[config.mk]
export PLATFORM = sky130hd
export DESIGN_NAME = spi_baud_gen
export DESIGN_NICKNAME = d
export VERILOG_FILES = /design/src/rtl/spi_baud_pkg.sv /design/src/rtl/spi_baud_rstsync.sv /design/src/rtl/spi_baud_cfg.sv /design/src/rtl/spi_baud_prescale.sv /design/src/rtl/spi_baud_pow2.sv /design/src/rtl/spi_baud_gen.sv
export SDC_FILE = /design/constraint.sdc
export NUM_CORES = 1
export LEC_CHECK = 0
export BUFFER_PORTS_ARGS = -buffer_cell sky130_fd_sc_hd__buf_2
export CAP_MARGIN = 0
export CORE_MARGIN = 2
export CORE_UTILIZATION = 55
export CTS_BUF_LIST = sky130_fd_sc_hd__clkbuf_4 sky130_fd_sc_hd__clkbuf_8
export DETAILED_ROUTE_END_ITERATION = 10
export PLACE_DENSITY_LB_ADDON = 0.3
export SLEW_MARGIN = 20
export SYNTH_ARGS = -nofsm -noshare
export SYNTH_HDL_FRONTEND = slang
export SYNTH_SLANG_ARGS = --single-unit
[constraint.sdc]
create_clock -name clk -period 2.21 [get_ports clk]
set_input_delay 0.3315 -clock clk [delete_from_list [all_inputs] [get_ports clk]]
set_output_delay 0.3315 -clock clk [all_outputs]
set_load 0.05 [all_outputs]
[src/rtl/spi_baud_pkg.sv]
package spi_baud_pkg;
  localparam int REG_W    = 8;
  localparam int PRE_W    = 3;
  localparam int SEL_W    = 3;
  localparam int PRE_LSB  = 4;
  localparam int SEL_LSB  = 0;
  // power-of-two counter width: largest half-period factor is 2^(2^SEL_W - 1)
  localparam int POW_W    = (1 << SEL_W) - 1;
  // full divisor width: (2^PRE_W) * 2^(2^SEL_W) needs this many bits
  localparam int DIV_W    = PRE_W + (1 << SEL_W) + 1;

  typedef struct packed {
    logic [PRE_W-1:0] pre;
    logic [SEL_W-1:0] sel;
  } rate_t;

  function automatic rate_t unpack_rate(input logic [REG_W-1:0] word);
    rate_t r;
    r.pre = word[PRE_LSB +: PRE_W];
    r.sel = word[SEL_LSB +: SEL_W];
    return r;
  endfunction

  function automatic logic [REG_W-1:0] pack_rate(input rate_t r);
    logic [REG_W-1:0] word;
    word = '0;
    word[PRE_LSB +: PRE_W] = r.pre;
    word[SEL_LSB +: SEL_W] = r.sel;
    return word;
  endfunction
endpackage

[src/rtl/spi_baud_rstsync.sv]
module spi_baud_rstsync #(
  parameter int STAGES = 2
) (
  input  logic clk,
  input  logic rst_n,
  output logic rst_n_sync
);
  logic [STAGES-1:0] sync_q;
  logic [STAGES-1:0] sync_d;

  always_comb begin
    sync_d = {sync_q[STAGES-2:0], 1'b1};
  end

  always_ff @(posedge clk or negedge rst_n) begin
    if (!rst_n) sync_q <= '0;
    else        sync_q <= sync_d;
  end

  assign rst_n_sync = sync_q[STAGES-1];
endmodule

[src/rtl/spi_baud_cfg.sv]
module spi_baud_cfg
  import spi_baud_pkg::*;
(
  input  logic             clk,
  input  logic             rst_n,
  input  logic             master_en,
  input  logic             wr_en,
  input  logic [REG_W-1:0] wr_data,
  output rate_t            rate,
  output logic [REG_W-1:0] rd_data,
  output logic             restart,
  output logic             abort_req
);
  rate_t rate_q;
  rate_t wr_rate;
  logic  abort_q;
  logic  abort_d;

  always_comb begin
    wr_rate = unpack_rate(wr_data);
    restart = wr_en && (wr_rate != rate_q);
    abort_d = restart && master_en;
  end

  always_ff @(posedge clk or negedge rst_n) begin
    if (!rst_n) begin
      rate_q <= '0;
    end else if (restart) begin
      rate_q <= wr_rate;
    end
  end

  always_ff @(posedge clk or negedge rst_n) begin
    if (!rst_n) abort_q <= 1'b0;
    else        abort_q <= abort_d;
  end

  assign rate      = rate_q;
  assign rd_data   = pack_rate(rate_q);
  assign abort_req = abort_q;
endmodule

[src/rtl/spi_baud_prescale.sv]
module spi_baud_prescale
  import spi_baud_pkg::*;
(
  input  logic             clk,
  input  logic             rst_n,
  input  logic             clr,
  input  logic             run,
  input  logic [PRE_W-1:0] limit,
  output logic             carry
);
  logic [PRE_W-1:0] cnt_q;
  logic [PRE_W-1:0] cnt_d;

  always_comb begin
    carry = run && (cnt_q == limit);
    if (clr || !run)  cnt_d = '0;
    else if (carry)   cnt_d = '0;
    else              cnt_d = cnt_q + 1'b1;
  end

  always_ff @(posedge clk or negedge rst_n) begin
    if (!rst_n) cnt_q <= '0;
    else        cnt_q <= cnt_d;
  end
endmodule

[src/rtl/spi_baud_pow2.sv]
module spi_baud_pow2
  import spi_baud_pkg::*;
(
  input  logic             clk,
  input  logic             rst_n,
  input  logic             clr,
  input  logic             run,
  input  logic             step,
  input  logic [SEL_W-1:0] sel,
  output logic             wrap
);
  logic [POW_W-1:0] mask;
  logic [POW_W-1:0] cnt_q;
  logic [POW_W-1:0] cnt_d;

  // terminal count 2^sel - 1 as a thermometer mask
  for (genvar i = 0; i < POW_W; i++) begin : g_mask
    assign mask[i] = (sel > SEL_W'(i));
  end

  always_comb begin
    wrap = step && (cnt_q == mask);
    if (clr || !run)  cnt_d = '0;
    else if (wrap)    cnt_d = '0;
    else if (step)    cnt_d = cnt_q + 1'b1;
    else              cnt_d = cnt_q;
  end

  always_ff @(posedge clk or negedge rst_n) begin
    if (!rst_n) cnt_q <= '0;
    else        cnt_q <= cnt_d;
  end
endmodule

[src/rtl/spi_baud_gen.sv]
module spi_baud_gen
  import spi_baud_pkg::*;
(
  input  logic             clk,
  input  logic             rst_n,
  input  logic             master_en,
  input  logic             wr_en,
  input  logic [7:0]       wr_data,
  input  logic             run,
  output logic [7:0]       rd_data,
  output logic             sck_tick,
  output logic [11:0]      divisor,
  output logic             abort_req
);
  logic             rst_n_i;
  rate_t            rate;
  logic             restart;
  logic             pre_carry;
  logic [DIV_W-1:0] base;

  spi_baud_rstsync #(.STAGES(2)) u_rst (
    .clk        (clk),
    .rst_n      (rst_n),
    .rst_n_sync (rst_n_i)
  );

  spi_baud_cfg u_cfg (
    .clk       (clk),
    .rst_n     (rst_n_i),
    .master_en (master_en),
    .wr_en     (wr_en),
    .wr_data   (wr_data),
    .rate      (rate),
    .rd_data   (rd_data),
    .restart   (restart),
    .abort_req (abort_req)
  );

  spi_baud_prescale u_pre (
    .clk   (clk),
    .rst_n (rst_n_i),
    .clr   (restart),
    .run   (run),
    .limit (rate.pre),
    .carry (pre_carry)
  );

  spi_baud_pow2 u_pow (
    .clk   (clk),
    .rst_n (rst_n_i),
    .clr   (restart),
    .run   (run),
    .step  (pre_carry),
    .sel   (rate.sel),
    .wrap  (sck_tick)
  );

  always_comb begin
    base    = DIV_W'(rate.pre) + DIV_W'(1);
    divisor = base << ({1'b0, rate.sel} + 4'd1);
  end
endmodule

==> results of run 1 <==
-- cells by family after synthesis --
family	after synthesis	synth area share
buffers and inverters	21	0.0768
adders and majority gates	7	0.0584
DFF	19	0.317
AOI/OAI and AO/OA	38	0.165
muxes	4	0.0300
and+or+nand+nor	83	0.283
xor gates and xnor gates	11	0.0643
other	2	0.00501
-- critical path, cell delays in order (launching register included) --
cell     delay [ns]
dfrtp_2        0.45
buf_12         0.14
inv_6          0.08
ha_4           0.16
nor4b_2        0.26
o21ai_0        0.18
a211o_2        0.36
nor2_4         0.09
buf_6          0.17
-- flip-flops by register name, summed over array words and instances, names as in the netlist --
| register | count |
|---|---|
| u_pow.cnt_q | 7 |
| u_pre.cnt_q | 3 |
| u_rst.sync_q | 2 |
| u_cfg.abort_req | 1 |
| u_cfg.rate | 6 |
-- routing by layer --
| layer | GRT usage | vias to the layer above | share of wire |
|---|---|---|---|
| met3 | 0.0488 | 36 | 0.089 |
| met2 | 0.437 | 128 | 0.48 |
| met4 | 0.0544 | 0 | 0.051 |
| li1 | - | 723 | - |
| met5 | 0 | - | 0 |
| met1 | 0.350 | 801 | 0.38 |
-- layout make-up --
| cell class | count | area, um^2 |
|---|---|---|
| inverters | 7 | 33.8 |
| flip-flops and latches | 19 | 480 |
| multi-input cells | 146 | 1190 |
| clock buffers | 3 | 22.5 |
| clock inverters | 1 | 7.51 |
| repair buffers | 47 | 390 |
| fillers | 121 | 364 |
| well taps | 30 | 37.5 |
-- power by group through the flow --
stage | logic [W] | clock network [W] | registers (W)
final | 0.000724 | 0.000193 | 0.000396
after global routing | 0.000756 | 0.000202 | 0.000400
after CTS | 0.000654 | 0.000188 | 0.000392
after detailed placement | 0.000557 | 0 | 0.000403
after global placement | 0.000540 | 0 | 0.000402
after floorplan | 0.000422 | 0 | 0.000431
-- worst min-delay path by stage --
stage	slack, ns	cells past startpoint	endpoint
5_1_grt	0.23	3	u_cfg.abort_req$_DFF_PN0_
4_1_cts	0.21	3	u_cfg.abort_req$_DFF_PN0_
3_5_place_dp	0.12	1	u_rst.sync_q[0]$_DFF_PN0_
6_report	0.22	3	u_cfg.abort_req$_DFF_PN0_
2_1_floorplan	0.04	0	u_rst.sync_q[0]$_DFF_PN0_
3_3_place_gp	0.12	1	u_rst.sync_q[0]$_DFF_PN0_
-- cell usage after synthesis, types with 2 or more instances --
master and n:
xor2_1 3, mux2_2 4, or3_1 2, buf_4 2, o21ai_0 8, a22o_1 2
nor3_1 5, nand3_2 3, nor3b_1 3, inv_1 6, nor2b_1 5, nand2_1 22
conb_1 2, clkbuf_1 4, nor2_1 21, buf_6 3, xnor2_1 8, a21oi_1 10
buf_2 5, or2_2 3, nand4_1 2, dfrtp_1 19, a31oi_1 4, o211ai_1 2
ha_1 7, a22oi_1 2, nand3_1 9
-- repair_timing --
item / in CTS / in global routing
pin swaps: 9 / 5
hold buffers: 1 / 0
gates resized for setup: 45 / 22
setup endpoints to repair: 13 / 14
setup buffers: 3 / 1
hold endpoints to repair: 2 / 0
-- through the flow --
stage | power, W | instance area, um^2 | TNS (ns) | utilization
6_report | 0.00131 | 2160 | -1.24 | 0.856
5_1_grt | 0.00136 | 2160 | -1.99 | 0.856
4_1_cts | 0.00123 | 2050 | -0.882 | 0.813
3_5_place_dp | 0.000961 | 1840 | 0 | 0.731
3_3_place_gp | 0.000942 | 1840 | 0 | 0.731
2_1_floorplan | 0.000852 | 1670 | -0.605 | -
==> flow_metrics.tcl, run 1 <==
set metrics [dict create \
    p_clk_frac 0.147 \
    grt_usage 0.261 \
    clkTransAtPathRegs_ns 0.12 \
    crit_type "reg2out" \
    power_density_nw_per_um2 609 \
    power_frac_seq 0.302 \
    htree_levels 1 \
    fmax_ghz 0.396 \
    wl_per_cell_um 19.5 \
    clkLatencyLatePin_ns 0.31 \
    setup.worst_path.start_class "flop" \
    status "finished, violations left" \
    core-area_um2 2520 \
    diodes 0 \
    final_cells 253 \
    row_count 18 \
    overflow 0 \
    slew_headroom 0.524 \
    finalCritPeriodShare 1.14 \
    critical_path_arrival_ns 2.20 \
    cts-root-buf "clkbuf_4" \
    final_common_cell "nand2_1" \
    worstReg2RegStart "u_cfg.rate[1]$_DFFE_PN0P_" \
    pin_count 35 \
    area_growth_pct 44.0 \
    nets 244 \
    total_switching_power_w 0.000595 \
    synth_edf_count 0 \
    synth_top_area_frac 0.317 \
    die-height_um 56.2 \
    ys_seq_area_frac 0.317 \
    grt_max_degree 18 \
    crit_path_end_kind "output port" \
    vias 1688 \
    dp.cells 244 \
    grt_antenna_before_repair 0 \
    r2r_setup_slack_ns 0.06 \
    switching_share 0.453 \
    failed_checks "setup timing" \
    postRouteWirelength_um 4930 \
    leakagePower_nw 0.864 \
    synth_top_area_cell "dfrtp_1" \
    path_max_fanout 6 \
    io_buffers 30 \
    dr.pass1.iters 5 \
    avgSynthCellArea_um2 8.10 \
    min_path_type "in2reg" \
    combinationalPowerShare 0.552 \
    synthTopCellsByArea "dfrtp_1 (32%), ha_1 (5.8%), nand2_1 (5.5%)" \
    synth_flop_cell "dfrtp_1" \
    drtAntennaViolNets 0 \
    layout_common_cells "nand2_1 (20), buf_2 (18), dfrtp_1 (15)" \
    worst_r2r_endpoint "u_pow.cnt_q[5]$_DFFE_PN0P_" \
    worst_slack_ns -0.317 \
    syn_area_um2 1500 \
    skew_ns 0.00934 \
    setup_viol 11 \
    cts_tree "yes" \
    layout-drive-gt1-share 0.498 \
    worst_pin_slew_ns 0.714 \
    whs_ns 0.217 \
    grt_pass1_wl_um 6600 \
    ys_async_sr_fraction 1.00 \
    synth_cell_types 46 \
    hold_viol_final 0 \
    maxCapViolCount 0 \
    dp_worst_setup_slack_ns 0.0274 \
    syn_inst 185 \
    clock-sinks 19 \
    p_int_w 0.000718 \
    cp-startpoint "u_cfg.rate[1]$_DFFE_PN0P_" \
    cts_buffers 3 \
    min-delay-start "master_en" \
    clockBufferDepth 2 \
    rsz0062_at_grt "true" \
    globalplace.congestion 0.897 \
    ys_ff_latch 19 \
    cp-endpoint "sck_tick" \
    ys_warn_count 0 \
    start_util 0.594 \
    drc 0 \
    ir_worst_vdd_mv 0.510 \
    dieArea_um2 3160 \
    place_hpwl_um 2740 \
    min_period_ns 2.53 \
    reg2regPathDepth 9 \
    vias_per_cell 6.67 \
    die_w_um 56.2 \
    final_max_slew_viol_count 0 \
    grt_pass1_vias 1423 \
    crit_required_ns 1.88 \
    drt-initial-drc-count 128 \
]
Power figures use the tool's default switching activity.
==> run 2, diff against run 1 <==
--- a/config.mk
+++ b/config.mk
@@ -8,9 +8,10 @@
 export BUFFER_PORTS_ARGS = -buffer_cell sky130_fd_sc_hd__buf_2
 export CAP_MARGIN = 0
 export CORE_MARGIN = 2
-export CORE_UTILIZATION = 55
+export CORE_UTILIZATION = 56
 export CTS_BUF_LIST = sky130_fd_sc_hd__clkbuf_4 sky130_fd_sc_hd__clkbuf_8
 export DETAILED_ROUTE_END_ITERATION = 10
+export GPL_ROUTABILITY_DRIVEN = 0
 export PLACE_DENSITY_LB_ADDON = 0.3
 export SLEW_MARGIN = 20
 export SYNTH_ARGS = -nofsm -noshare
==> run 2 against run 1 <==
Compared with the run above:
- the flow still finishes with violations (setup timing)
- non-clock buffer count increased by 8
- first-iteration DRC count decreased by 23%
- wire length increased by 2.1%
- clock-buffer cell count unchanged
- via count decreased by 0.18%
- global-route usage increased by 2.7 points
- clock power about the same
- hold slack got worse by 0.0072 ns
- final area increased by 2.6%
- final cell count increased by 3.2%
- die area decreased by 1.7%
- fmax increased by 2.4%
- highest routed layer unchanged
==> flow_metrics.tcl, run 2 (synthesized netlist as in run 1, its figures left out) <==
set metrics [dict create \
    status "finished, violations left" \
    failed_checks "setup timing" \
    critical_path_arrival_ns 2.14 \
    path_max_fanout 8 \
    leakagePower_nw 0.900 \
    clkTransAtPathRegs_ns 0.12 \
    cts_buffers 3 \
    vias 1685 \
    dieArea_um2 3110 \
    wl_per_cell_um 19.3 \
    seqCellArea_um2 482 \
    top_register "u_pow.cnt_q" \
    skew_ns 0.00808 \
    area_growth_pct 47.7 \
    grt_pass1_wl_um 7120 \
    drt-initial-drc-count 98 \
    setup.worst_path.start_class "flop" \
    htree_levels 1 \
    fillerInstances 120 \
    nets 252 \
    finalCritPeriodShare 1.12 \
    crit_path_end_kind "output port" \
    vias_per_cell 6.46 \
    dp_worst_setup_slack_ns -0.00188 \
    cts_tree "yes" \
    wl_met1_um 1930 \
    overflow 0 \
    drc 0 \
    die-height_um 55.7 \
    rsz0062_at_grt "true" \
    pin_count 35 \
    worst_pin_slew_ns 0.697 \
    worst_slack_ns -0.259 \
    cp-startpoint "u_cfg.rate[1]$_DFFE_PN0P_" \
    grt_usage 0.287 \
    setup_tns_ns -1.32 \
    stdcell_area_um2 2210 \
    worstReg2RegStart "u_cfg.rate[1]$_DFFE_PN0P_" \
    min_path_type "in2reg" \
    fmax_ghz 0.405 \
    crit_required_ns 1.88 \
    place_hpwl_um 2780 \
    layout_common_cells "nand2_1 (20), buf_4 (20), buf_2 (17)" \
    grt_pass1_vias 1489 \
    final_max_slew_viol_count 0 \
    whs_ns 0.210 \
    crit_type "reg2out" \
    place_area_um2 1850 \
    io_buffers 30 \
    setup_viol 12 \
    maxCapViolCount 0 \
    dr.pass1.iters 4 \
    power_density_nw_per_um2 605 \
    die_w_um 55.7 \
    multi_input_area_um2 1170 \
    start_util 0.600 \
    min-delay-start "master_en" \
    slew_headroom 0.535 \
    diodes 0 \
    min_period_ns 2.47 \
    wl_met2_um 2370 \
    clock-sinks 19 \
    clockBufferDepth 2 \
    hold_viol_final 0 \
    ir_worst_vdd_mv 0.637 \
    grt_max_degree 18 \
    largest_reg_flops 7 \
    drtAntennaViolNets 0 \
    grt_antenna_before_repair 0 \
    clkLatencyLatePin_ns 0.32 \
    row_count 18 \
    fin_total_pwr_w 0.00134 \
    routed-wl-met3_um 473 \
    core-area_um2 2500 \
    cts-root-buf "clkbuf_4" \
    layout-drive-gt1-share 0.489 \
    postRouteWirelength_um 5040 \
    top_layer "met4" \
]
-- run 2: metrics by stage --
stage               instances   util
floorplan                 186      -
global placement          245  0.741
detailed placement        245  0.741
CTS                       257  0.851
global route              261  0.886
finish                    261  0.886
-- run 2: power breakdown --
group | internal (W) | switching, W | leakage, nW
sequential | 0.000365 | 0.0000368 | 0.241
combinational | 0.000303 | 0.000443 | 0.645
clock | 0.0000693 | 0.000123 | 0.0139
total | 0.000738 | 0.000603 | 0.900
-- run 2: layer usage --
metal  vias to the layer above  track usage
met5                         -            0
met4                         0        0.122
met3                        31       0.0419
met2                       118        0.485
met1                       801        0.365
li1                        735            -
-- run 2: cell type report --
cell class                      count  area share
Clock inverter                      1     0.00339
Tap cell                           30      0.0169
Clock buffer                        3      0.0102
Sequential cell                    19       0.218
Timing Repair Buffer               55       0.209
Multi-Input combinational cell    146       0.528
Inverter                            7      0.0153
-- run 2: worst max-delay path: stages, from the launching register on --
cell      delay [ns]
dfrtp_2         0.51
buf_4           0.17
o21a_1          0.19
a311oi_1        0.22
o211ai_1        0.12
a211o_2         0.36
nor2_4          0.10
buf_8           0.15
-- run 2: final timing paths --
kind	to	cells after the start	slack, ns
max	sck_tick	7	-0.26
min	u_cfg.abort_req$_DFF_PN0_	3	0.21
max reg2reg	u_pow.cnt_q[3]$_DFFE_PN0P_	8	0.05
min reg2reg	u_pow.cnt_q[4]$_DFFE_PN0P_	0	0.29
max in group asynchronous	u_cfg.rate[4]$_DFFE_PN0P_	0	1.43
min in group asynchronous	u_pow.cnt_q[4]$_DFFE_PN0P_	0	0.29
-- run 2: timing repair --
item	CTS	global route
pin swaps	9	5
buffers inserted	7	4
hold endpoints to repair	2	0
gates resized for setup	53	16
endpoints found under the setup margin	13	13
hold buffers	1	0
